`src/rtl/tx_mod_pkg.sv`:
```
package tx_mod_pkg;
  localparam int FRAC_W = 12;
  localparam int LVL_W  = 7;

  typedef enum logic [1:0] {
    MODE_FSK  = 2'b00,
    MODE_GFSK = 2'b01,
    MODE_ASK  = 2'b10,
    MODE_OOK  = 2'b11
  } mode_e;
endpackage

```
`src/rtl/tx_mod_in_reg.sv`:
```
module tx_mod_in_reg
  import tx_mod_pkg::*;
#(
  parameter int INT_W = 8
) (
  input  logic              clk_i,
  input  logic              rst_ni,
  input  logic              stb_i,
  input  logic              bit_i,
  input  logic [1:0]        mode_i,
  input  logic [LVL_W-1:0]  dev_i,
  input  logic [LVL_W-1:0]  pwr_i,
  input  logic [INT_W-1:0]  int_i,
  input  logic [FRAC_W-1:0] frac_i,
  output logic              stb_o,
  output logic              bit_o,
  output mode_e             mode_o,
  output logic [LVL_W-1:0]  dev_o,
  output logic [LVL_W-1:0]  pwr_o,
  output logic [INT_W-1:0]  int_o,
  output logic [FRAC_W-1:0] frac_o
);
  always_ff @(posedge clk_i or negedge rst_ni) begin
    if (!rst_ni) begin
      stb_o  <= 1'b0;
      bit_o  <= 1'b0;
      mode_o <= MODE_FSK;
      dev_o  <= '0;
      pwr_o  <= '0;
      int_o  <= '0;
      frac_o <= '0;
    end else begin
      stb_o  <= stb_i;
      bit_o  <= bit_i;
      mode_o <= mode_e'(mode_i);
      dev_o  <= dev_i;
      pwr_o  <= pwr_i;
      int_o  <= int_i;
      frac_o <= frac_i;
    end
  end
endmodule

```
`src/rtl/tx_mod_freq.sv`:
```
module tx_mod_freq
  import tx_mod_pkg::*;
#(
  parameter int INT_W = 8
) (
  input  logic              clk_i,
  input  logic              rst_ni,
  input  logic              fsk_i,
  input  logic              bit_i,
  input  logic [LVL_W-1:0]  dev_i,
  input  logic [INT_W-1:0]  int_i,
  input  logic [FRAC_W-1:0] frac_i,
  output logic [INT_W-1:0]  int_o,
  output logic [FRAC_W-1:0] frac_o
);
  localparam int W = INT_W + FRAC_W;

  logic [LVL_W-1:0] dev_eff;
  logic [W-1:0]     center, step, word;

  // zero deviation is illegal; clamp to one step
  assign dev_eff = (dev_i == '0) ? LVL_W'(1) : dev_i;
  assign center  = {int_i, frac_i};
  assign step    = W'(dev_eff);

  always_comb begin
    if (!fsk_i)     word = center;
    else if (bit_i) word = center + step;
    else            word = center - step;
  end

  assign {int_o, frac_o} = word;

  AST_FSK_MOVES: assert property (@(posedge clk_i) disable iff (!rst_ni)
    fsk_i |-> ({int_o, frac_o} != center)) else $error("fsk word equals centre");
  AST_KEYED_CENTER: assert property (@(posedge clk_i) disable iff (!rst_ni)
    !fsk_i |-> (int_o == int_i && frac_o == frac_i)) else $error("word moved outside fsk");
endmodule

```
`src/rtl/tx_mod_pa.sv`:
```
module tx_mod_pa
  import tx_mod_pkg::*;
(
  input  logic             clk_i,
  input  logic             rst_ni,
  input  mode_e            mode_i,
  input  logic             bit_i,
  input  logic [LVL_W-1:0] lo_i,
  input  logic [LVL_W-1:0] hi_i,
  output logic [LVL_W-1:0] code_o,
  output logic             en_o
);
  always_comb begin
    unique case (mode_i)
      MODE_ASK: begin
        code_o = bit_i ? hi_i : lo_i;
        en_o   = 1'b1;
      end
      MODE_OOK: begin
        code_o = bit_i ? hi_i : '0;
        en_o   = bit_i;
      end
      default: begin
        code_o = hi_i;
        en_o   = 1'b1;
      end
    endcase
  end

  AST_OOK_OFF_ZERO: assert property (@(posedge clk_i) disable iff (!rst_ni)
    !en_o |-> (code_o == '0 && mode_i == MODE_OOK)) else $error("pa off with code");
endmodule

```
`src/rtl/tx_mod_ctrl.sv`:
```
module tx_mod_ctrl
  import tx_mod_pkg::*;
#(
  parameter int INT_W = 8
) (
  input  logic              clk_i,
  input  logic              rst_ni,
  input  logic              sym_stb_i,
  input  logic              tx_bit_i,
  input  logic [1:0]        mode_i,
  input  logic [6:0]        dev_i,
  input  logic [6:0]        pwr_hi_i,
  input  logic [INT_W-1:0]  int_div_i,
  input  logic [11:0]       frac_div_i,
  output logic [INT_W-1:0]  int_word_o,
  output logic [11:0]       frac_word_o,
  output logic [6:0]        pa_code_o,
  output logic              pa_en_o
);
  logic              stb_q, bit_q;
  mode_e             mode_q;
  logic [LVL_W-1:0]  dev_q, pwr_q, code_d;
  logic [INT_W-1:0]  int_q, int_d;
  logic [FRAC_W-1:0] frac_q, frac_d;
  logic              en_d, fsk_q;

  tx_mod_in_reg #(.INT_W(INT_W)) u_in (
    .clk_i, .rst_ni,
    .stb_i(sym_stb_i), .bit_i(tx_bit_i), .mode_i,
    .dev_i, .pwr_i(pwr_hi_i), .int_i(int_div_i), .frac_i(frac_div_i),
    .stb_o(stb_q), .bit_o(bit_q), .mode_o(mode_q),
    .dev_o(dev_q), .pwr_o(pwr_q), .int_o(int_q), .frac_o(frac_q)
  );

  assign fsk_q = (mode_q == MODE_FSK) || (mode_q == MODE_GFSK);

  tx_mod_freq #(.INT_W(INT_W)) u_freq (
    .clk_i, .rst_ni,
    .fsk_i(fsk_q), .bit_i(bit_q), .dev_i(dev_q),
    .int_i(int_q), .frac_i(frac_q),
    .int_o(int_d), .frac_o(frac_d)
  );

  tx_mod_pa u_pa (
    .clk_i, .rst_ni,
    .mode_i(mode_q), .bit_i(bit_q), .lo_i(dev_q), .hi_i(pwr_q),
    .code_o(code_d), .en_o(en_d)
  );

  always_ff @(posedge clk_i or negedge rst_ni) begin
    if (!rst_ni) begin
      int_word_o  <= '0;
      frac_word_o <= '0;
      pa_code_o   <= '0;
      pa_en_o     <= 1'b0;
    end else if (stb_q) begin
      int_word_o  <= int_d;
      frac_word_o <= frac_d;
      pa_code_o   <= code_d;
      pa_en_o     <= en_d;
    end
  end

  AST_HOLD_NO_STB: assert property (@(posedge clk_i) disable iff (!rst_ni)
    !stb_q |=> ($stable(int_word_o) && $stable(frac_word_o) && $stable(pa_code_o) && $stable(pa_en_o)))
    else $error("output moved without strobe");
  AST_FSK_PA_ON: assert property (@(posedge clk_i) disable iff (!rst_ni)
    (stb_q && fsk_q) |=> (pa_en_o && pa_code_o == $past(pwr_q))) else $error("fsk pa level");
  AST_ASK_CENTER: assert property (@(posedge clk_i) disable iff (!rst_ni)
    (stb_q && mode_q == MODE_ASK) |=> (pa_en_o && int_word_o == $past(int_q) && frac_word_o == $past(frac_q)))
    else $error("ask word moved");
  AST_OOK_ON: assert property (@(posedge clk_i) disable iff (!rst_ni)
    (stb_q && mode_q == MODE_OOK && bit_q) |=> (pa_en_o && pa_code_o == $past(pwr_q)))
    else $error("ook mark level");
endmodule

```
`config.mk`:
```
export PLATFORM = sky130hd
export DESIGN_NAME = tx_mod_ctrl
export DESIGN_NICKNAME = d
export VERILOG_FILES = /design/src/rtl/tx_mod_pkg.sv /design/src/rtl/tx_mod_in_reg.sv /design/src/rtl/tx_mod_freq.sv /design/src/rtl/tx_mod_pa.sv /design/src/rtl/tx_mod_ctrl.sv
export SDC_FILE = /design/constraint.sdc
export NUM_CORES = 1
export LEC_CHECK = 0
export BUFFER_PORTS_ARGS = -buffer_cell sky130_fd_sc_hd__buf_2
export CORE_AREA = 2 2 95 115
export DETAILED_ROUTE_END_ITERATION = 8
export DIE_AREA = 0 0 97 117
export PLACE_DENSITY_LB_ADDON = 0.08
export SETUP_SLACK_MARGIN = 0.4
export SYNTH_ARGS = -nofsm -noshare
export SYNTH_HDL_FRONTEND = slang
export SYNTH_SLANG_ARGS = --single-unit
```
`constraint.sdc`:
```
create_clock -name clk_i -period 4.4 [get_ports clk_i]
set_clock_uncertainty 0.05 [all_clocks]
set_input_delay 0.22 -clock clk_i [delete_from_list [all_inputs] [get_ports clk_i]]
set_output_delay 0.22 -clock clk_i [all_outputs]
set_load 0.01 [all_outputs]
```
After elaboration in Yosys (flattened, before gate mapping)
Cells that the tools add are included.

word-level totals
  word-level logic and storage cells = 26
  output and inout bits = 28
  bits in registers = 66

operators by class
  $add $sub $neg = 2
  multiplexer cells = 7
  reduce and logical (&&, ||, !) cells = 3
  equality and inequality tests = 3

operators with widths
  kind                number
  $mux 20             2
  $mux 7              3
  $add 20x7->20       1
  $sub 20x7->20       1
  $pmux 7 s2          1
  $logic_not 7->1     1
  $eq 2x2->1 const B  2
  $eq 2x1->1 const B  1
  $logic_not 2->1     1
  $logic_or 1x1->1    1
  $mux 1              1

Longest topological paths before layout
Gate-level depths: netlist of run 1.

  depth in word-level cells = 5
  gate-level depth with buffers = 14
  gate-level depth less buffers = 14

Modules after synthesis
From an unflattened synthesis of run 1, not the netlist that was laid out.

second synthesis, totals
  cell total of the unflattened synthesis = 318
  area, all modules = 3713.6 um^2

by module, submodules not included
  module         cells an instance  seq. area each (um^2)  instances  area each (um^2)
  tx_mod_freq    203                0.0                    1          1438.9
  tx_mod_ctrl    60                 700.7                  1          1146.1
  tx_mod_in_reg  38                 950.9                  1          950.9
  tx_mod_pa      17                 0.0                    1          177.7

Least setup slack after synthesis of run 1
Ideal clock, no wire load.

  path type = register -> register
  start point = register u_in.dev_o[2]
  end point = register int_word_o[5]
  clock period less this slack = 3681 ps
  setup slack = 719 ps
  setup time = 129 ps
  required time = 4221 ps
  arrival = 3502 ps
  buffers on the path = 0
  stages on the path, launching flop included = 15
  cell sequence = dfrtp_1 > nor4_1 > a31oi_1 > ha_1 > and2_1 > ha_1 > mux2_2 > ha_1 > a2111oi_0 > o21ai_1 > nand2_1 > o32ai_2 > a2111oi_2 > mux2i_1 > nand3_1

between the ends
  longest elaborated chain between the ends = 5
  elaborated cells between the ends (all ways) = 6
  classes of those cells = 2 x add/sub; 3 x mux; 1 x reduce/logical

ends and longest elaborated chain
  element                                                line                                  source
  start, declared                                        tx_mod_in_reg.sv:18                   output logic [LVL_W-1:0] dev_o,
  start signal, assigned                                 tx_mod_in_reg.sv:36                   dev_o <= dev_i;
  $logic_not 7->1                                        tx_mod_freq.sv:22                     assign dev_eff = (dev_i == '0) ? LVL_W'(1) : dev_i;
  $mux 7 *                                               tx_mod_freq.sv:22
  $sub 20x7->20 / $add 20x7->20 (equally long branches)  tx_mod_freq.sv:29, tx_mod_freq.sv:28
  $mux 20 *                                              tx_mod_freq.sv:28                     else if (bit_i) word = center + step;
  $mux 20 *                                              tx_mod_freq.sv:27                     if (!fsk_i) word = center;
  end signal, assigned                                   tx_mod_ctrl.sv:57                     int_word_o <= int_d;
  end, declared                                          tx_mod_ctrl.sv:15                     output logic [INT_W-1:0] int_word_o,

Every way passes the cells marked *; elsewhere a longest branch is shown, timed or not.
A chain may end at the register's enable or synchronous reset.

Worst setup path in the final report of run 1
Same ends and word-level chain as after synthesis.

==> results of run 1 <==
-- flip-flops by register name, summed over array words and instances (netlist names) --
name         count
u_in.pwr_o       7
int_word_o       8
u_in.int_o       8
u_in.bit_o       1
u_in.dev_o       7
u_in.stb_o       1
pa_en_o          1
u_in.frac_o     12
frac_word_o     12
u_in.mode_o      2
pa_code_o        7
-- routing by layer --
metal  up-vias  wire length [um]  GRT usage  part of all wire
met3        11               340    0.04097             0.041
met5         -                 0          0                 0
met2        64              4033     0.2616              0.49
met4         0               140    0.06197             0.017
met1      1331              3770     0.1854              0.46
li1       1408                 -          -                 -
-- cell usage in the layout (no fill, tap or decap), types with 2 or more instances in the layout --
cell type | Yosys | layout
clkinvlp_4 | 0 | 2
bufinv_16 | 0 | 3
clkbuf_16 | 0 | 9
a41oi_1 | 2 | 2
nand2_1 | 15 | 15
and2_1 | 4 | 4
nand3_1 | 5 | 5
dlygate4sd3_1 | 0 | 39
nor2b_1 | 5 | 5
o21a_1 | 2 | 2
xor2_1 | 12 | 12
a21o_1 | 9 | 9
inv_1 | 9 | 9
buf_2 | 0 | 67
a2111oi_2 | 1 | 2
a21oi_1 | 45 | 45
a31oi_1 | 7 | 6
buf_4 | 0 | 7
xnor2_1 | 5 | 5
nor3b_1 | 6 | 6
o21ai_0 | 16 | 16
mux2_2 | 3 | 3
dfrtp_2 | 0 | 3
nor3_1 | 6 | 6
o21ai_1 | 3 | 3
dfrtp_1 | 66 | 63
o21bai_1 | 3 | 3
mux2i_1 | 6 | 6
nor2_1 | 33 | 33
nand2b_1 | 3 | 3
and3_1 | 5 | 5
a211oi_1 | 3 | 3
ha_1 | 22 | 21
-- stage by stage --
step                  util  worst slack [ps]  cell area, sq um
global route        0.4532             349.7              4673
floorplan                -             718.7              3382
CTS                 0.4474             456.6              4613
global placement    0.3740             446.6              3856
detailed placement  0.3740             323.3              3856
finish              0.4532             535.6              4673
-- cells by family (layout without fill, tap and decap cells) --
logic type | after synthesis | count (layout)
AOI/OAI and AO/OA | 103 | 103
and+or+nand+nor | 89 | 89
DFF | 66 | 66
adders and majority gates | 23 | 23
buffers and inverters | 23 | 138
xor gates and xnor gates | 17 | 17
muxes | 9 | 9
-- power breakdown --
group          switching, mW  internal [mW]  total (mW)
registers             0.0415          0.662       0.703
logic                  0.191          0.177       0.369
clock network          0.264          0.569       0.833
total                  0.497           1.41        1.91
-- how the worst max path moves through the flow --
| stage | startpoint | slack [ps] | to |
|---|---|---|---|
| after floorplan | u_in.dev_o[2] | 720 | int_word_o[5] |
| after global placement | u_in.dev_o[2] | 450 | int_word_o[5] |
| after detailed placement | u_in.dev_o[2] | 320 | int_word_o[5] |
| after CTS | u_in.dev_o[3] | 460 | int_word_o[5] |
| after global routing | u_in.dev_o[2] | 350 | int_word_o[5] |
| final | u_in.dev_o[2] | 540 | int_word_o[5] |
-- worst max-delay path, stage by stage, from the launching register on --
cell and delay, ps:
dfrtp_2 430, nor4_4 340, a31oi_4 140, ha_1 220, and2_1 170, ha_1 270
mux2_2 300, ha_4 240, a2111oi_2 410, o21ai_1 160, nand2_1 140, o32ai_2 130
a2111oi_2 420, mux2i_1 220, nand3_1 80
-- layout make-up --
type	count	area, sq um	share of cell area
multi-input cells	241	1692	0.3620
clock buffers	10	239.0	0.05114
inverters	9	33.78	0.007229
flip-flops and latches	66	1655	0.3542
repair buffers	113	778.2	0.1665
clock inverters	6	113.9	0.02436
well taps	129	161.4	0.03454
-- timing repair --
| action | CTS | global route |
|---|---|---|
| pin swaps | 2 | 3 |
| hold buffers | 39 | 0 |
| setup endpoints to repair | 1 | 5 |
| setup buffers | 0 | 3 |
| resized for setup | 3 | 6 |
| endpoints found under the hold margin | 71 | 0 |
==> results.json, run 1 <==
{
  "core_area_sq_um": 10310,
  "cts_tree": "done",
  "synth.distinct_cells": 47,
  "yosysTopAreaCellShare": 0.4883,
  "cts_buffer_depth": 2,
  "syn_avg_cell_area_sq_um": 10.25,
  "die_h_um": 117,
  "setup_viol": 0,
  "ys_top_cells_by_area": "dfrtp_1 (49%), ha_1 (8.1%), a21oi_1 (6.7%)",
  "worstSetupStartpointType": "flip-flop",
  "fin_cells": 574,
  "final.min_clock_period_ps": 3864,
  "worstPathRequired_ps": 4560,
  "cts-root-buf": "clkbuf_16",
  "rrSetupSlack_ps": 540,
  "r2r-end": "int_word_o[5]",
  "firstDrtPassIters": 4,
  "drc": 0,
  "syn-num-nets": 393,
  "status": "finished, final reports clean",
  "h-tree-depth": 3,
  "synthAdderAreaFrac": 0.08731,
  "synth-simple-area-share": 0.1306,
  "placed_cells": 516,
  "cts_sinks": 66,
  "fp.dieW_um": 97,
  "area_growth_pct": 38.18,
  "routed_wl_um": 8284,
  "synth-seq-area-share": 0.4883,
  "overflow": 0,
  "antenna_found_initial": 0,
  "vias": 2814,
  "grt_max_degree": 37,
  "synth_warnings": 0,
  "synth-compound-area-share": 0.1961,
  "synth-xor-area-share": 0.04403,
  "gr-usage-all-layers": 0.1529,
  "boundaryPins": 68,
  "synth_top_family_by_area": "compound AO/OA/AOI/OAI gates",
  "layout-drive-gt1-share": 0.2404,
  "fin_crit_sh": 0.8783,
  "ant_nets": 0,
  "hold_class": "in2async",
  "hold_viol": 0,
  "grt_pass1_vias": 2791,
  "nFillCells": 991,
  "synth_ff_type": "dfrtp_1",
  "clkTransAtPathRegs_ps": 60,
  "powerDensity_nw_per_um2": 407.8,
  "diodes": 0,
  "postSynthCellCount": 330,
  "rsz0062_at_grt": "false",
  "tightest_slew_ps": 770.1,
  "start_util": 0.3280,
  "max_freq_ghz": 0.2588,
  "rr_startpoint": "u_in.dev_o[2]",
  "crit_arrival_ps": 4020,
  "ys_seq_elements": 66,
  "power_leakage_nw": 2.123,
  "viasPerCell": 4.902,
  "final_nets": 503,
  "total_power_mw": 1.906,
  "gp_congestion": 0.8776,
  "synth.most_common_cell": "dfrtp_1",
  "cap_violations": 0,
  "end_kind": "flip-flop",
  "synth-edff-count": 0,
  "synth-async-reset-ratio": 1.000,
  "critical_path.max_fanout": 4,
  "slew_headroom": 0.4866,
  "synthTopCellsByCount": "dfrtp_1 (66), a21oi_1 (45), nor2_1 (33)",
  "routedWlPerCell_um": 14.43,
  "setup_tns_ps": 0,
  "ir_drop_uv": 212.3,
  "reg2reg_depth": 14,
  "numCtsBuffers": 9,
  "initialDrtViolationCount": 45,
  "dp_hpwl_um": 5938,
  "synth_mux_area_frac": 0.02775,
  "critPathKind": "reg2reg",
  "syn_area_sq_um": 3382,
  "portBuffers": 67,
  "yosys.area.top_type": "dfrtp_1",
  "finalMaxSlewViolations": 0,
  "rows": 41,
  "grt_first_pass_wirelength_um": 13660,
  "whs_ps": 457.4,
  "dieArea_sq_um": 11350,
  "clk_latency_ps": 330
}
(Power assumes the default switching activity.)
==> run 2: changes to the inputs <==
clock period = 4.6 ns   (was 4.4 ns; I/O delays follow)
==> run 2 against run 1 <==
Net effect:
- core utilization decreased by 0.61 points
- combinational power decreased by 5.4%
- critical path depth unchanged
- final cell count decreased by 0.52%
- die area unchanged
- count of clock-buffer cells in the layout unchanged
- cell area decreased by 1.3%
- first-iteration DRC count increased by 16%
- sequential cell count unchanged
- via count decreased by 1.4%
- non-clock buffer count decreased by 3
- power decreased by 7.4%
==> results.json, run 2 (synthesis results as in run 1) <==
{
  "die_h_um": 117,
  "firstDrtPassIters": 4,
  "rows": 41,
  "vias": 2775,
  "drc": 0,
  "cap_violations": 0,
  "ant_nets": 0,
  "cts_sinks": 66,
  "setup_tns_ps": 0,
  "portBuffers": 67,
  "path_delay_family": "compound AO/OA/AOI/OAI gates",
  "reg_top3": "frac_word_o: 12 flops, u_in.frac_o: 12 flops",
  "hold_path.startpoint": "frac_word_o[11]",
  "hold_path_depth": 2,
  "final.min_clock_period_ps": 3891,
  "ir_drop_uv": 187.7,
  "reg2reg_depth": 14,
  "worstPathRequired_ps": 4760,
  "core_area_sq_um": 10310,
  "viasPerCell": 4.860,
  "crit_arrival_ps": 4050,
  "fin_crit_sh": 0.8459,
  "cpMostUsedCell": "ha_1",
  "dp_hpwl_um": 5806,
  "layout-drive-gt1-share": 0.2262,
  "rr_startpoint": "u_in.dev_o[2]",
  "final_cell_mix": "buf_2 (67), dfrtp_1 (65), a21oi_1 (45), dlygate4sd3_1 (39), nor2_1 (33)",
  "hold_class": "reg2reg",
  "diodes": 0,
  "crit_slowest_cell": "dfrtp_1",
  "end_kind": "flip-flop",
  "worstSetupStartpointType": "flip-flop",
  "gr-usage-all-layers": 0.1516,
  "antenna_found_initial": 0,
  "max_stage_delay_ps": 470,
  "whs_ps": 445.6,
  "clkTransAtPathRegs_ps": 60,
  "grt_first_pass_wirelength_um": 13410,
  "boundaryPins": 68,
  "crit_cells": 14,
  "final_nets": 500,
  "power_leakage_nw": 2.105,
  "clk_latency_ps": 330,
  "hold_viol": 0,
  "fp.dieW_um": 97,
  "grt_pass1_vias": 2789,
  "crit_path_cell_trace": "nor4_4 -> a31oi_2 -> ha_1 -> and2_1 -> ha_1 -> mux2_2 -> ha_1 -> a2111oi_1 -> o21ai_1 -> nand2_1 -> o32ai_2 -> a2111oi_4 -> mux2i_1 -> nand3_1",
  "max_freq_ghz": 0.2570,
  "overflow": 0,
  "critPathKind": "reg2reg",
  "cts_buffer_depth": 2,
  "slew_headroom": 0.4867,
  "critical_path.max_fanout": 6,
  "hold_end": "frac_word_o[11]",
  "h-tree-depth": 3,
  "grt_max_degree": 35,
  "rrSetupSlack_ps": 710,
  "cts_tree": "done",
  "initialDrtViolationCount": 52,
  "nFillCells": 983,
  "gp_congestion": 0.8681,
  "r2r-end": "int_word_o[5]",
  "numCtsBuffers": 9,
  "tightest_slew_ps": 769.9,
  "finalMaxSlewViolations": 0,
  "start_util": 0.3280,
  "dieArea_sq_um": 11350,
  "area_growth_pct": 36.33,
  "setup_viol": 0,
  "status": "finished, final reports clean",
  "rsz0062_at_grt": "false",
  "cts-root-buf": "clkbuf_16",
  "routedWlPerCell_um": 14.16,
  "final_common_cell": "buf_2",
  "crit_buf_inv": 0,
  "routed_wl_um": 8085,
  "powerDensity_nw_per_um2": 382.6
}
run 2: power by group:
part	switching [mW]	leakage [nW]	internal (mW)
Clock	0.256	0.159	0.490
Sequential	0.0361	0.763	0.633
Combinational	0.184	1.18	0.165
Total	0.477	2.10	1.29
run 2: metal layers:
metal / share of wire / vias up / GRT usage
li1: - / 1403 / -
met1: 0.47 / 1302 / 0.1862
met2: 0.48 / 58 / 0.2537
met3: 0.038 / 12 / 0.04394
met4: 0.019 / 0 / 0.06197
met5: 0 / - / 0
run 2: worst register-to-register path: cells and delay by family (launching register included):
family          cells  cell delay, ps
compound gates      5            1210
fa+ha+maj           3             830
simple gates        4             710
mux                 2             500
flops               1             470
run 2: repair_timing:
action | in CTS | in global routing
hold endpoints to repair | 71 | 0
buffers inserted | 0 | 0
hold buffers | 39 | 0
gates resized for setup | 0 | 5
endpoints found under the setup margin | 0 | 6
run 2: worst max-delay path by stage:
| stage | from | to | slack, ps |
|---|---|---|---|
| finish | u_in.dev_o[2] | int_word_o[5] | 710 |
| CTS | u_in.dev_o[2] | int_word_o[5] | 510 |
| floorplan | u_in.dev_o[2] | int_word_o[5] | 920 |
| global placement | u_in.dev_o[2] | int_word_o[5] | 640 |
| detailed placement | u_in.dev_o[2] | int_word_o[5] | 530 |
| global route | u_in.dev_o[2] | int_word_o[5] | 450 |
run 2: layout make-up:
cell class / count / area [sq um] / area share
Sequential cell: 66 / 1653 / 0.3585
Clock inverter: 6 / 90.09 / 0.01954
Timing Repair Buffer: 110 / 755.7 / 0.1639
Tap cell: 129 / 161.4 / 0.03501
Inverter: 9 / 33.78 / 0.007327
Multi-Input combinational cell: 241 / 1678 / 0.3639
Clock buffer: 10 / 239.0 / 0.05183
run 2: per-stage QoR:
stage	utilization	power (mW)	setup slack (ps)	cell area, sq um	instances
floorplan	-	0.8865	918.7	3382	330
global placement	0.3740	1.002	644.5	3856	516
detailed placement	0.3740	1.001	534.8	3856	516
CTS	0.4438	1.783	510.2	4576	571
global route	0.4472	1.862	451.6	4611	571
finish	0.4472	1.764	708.6	4611	571
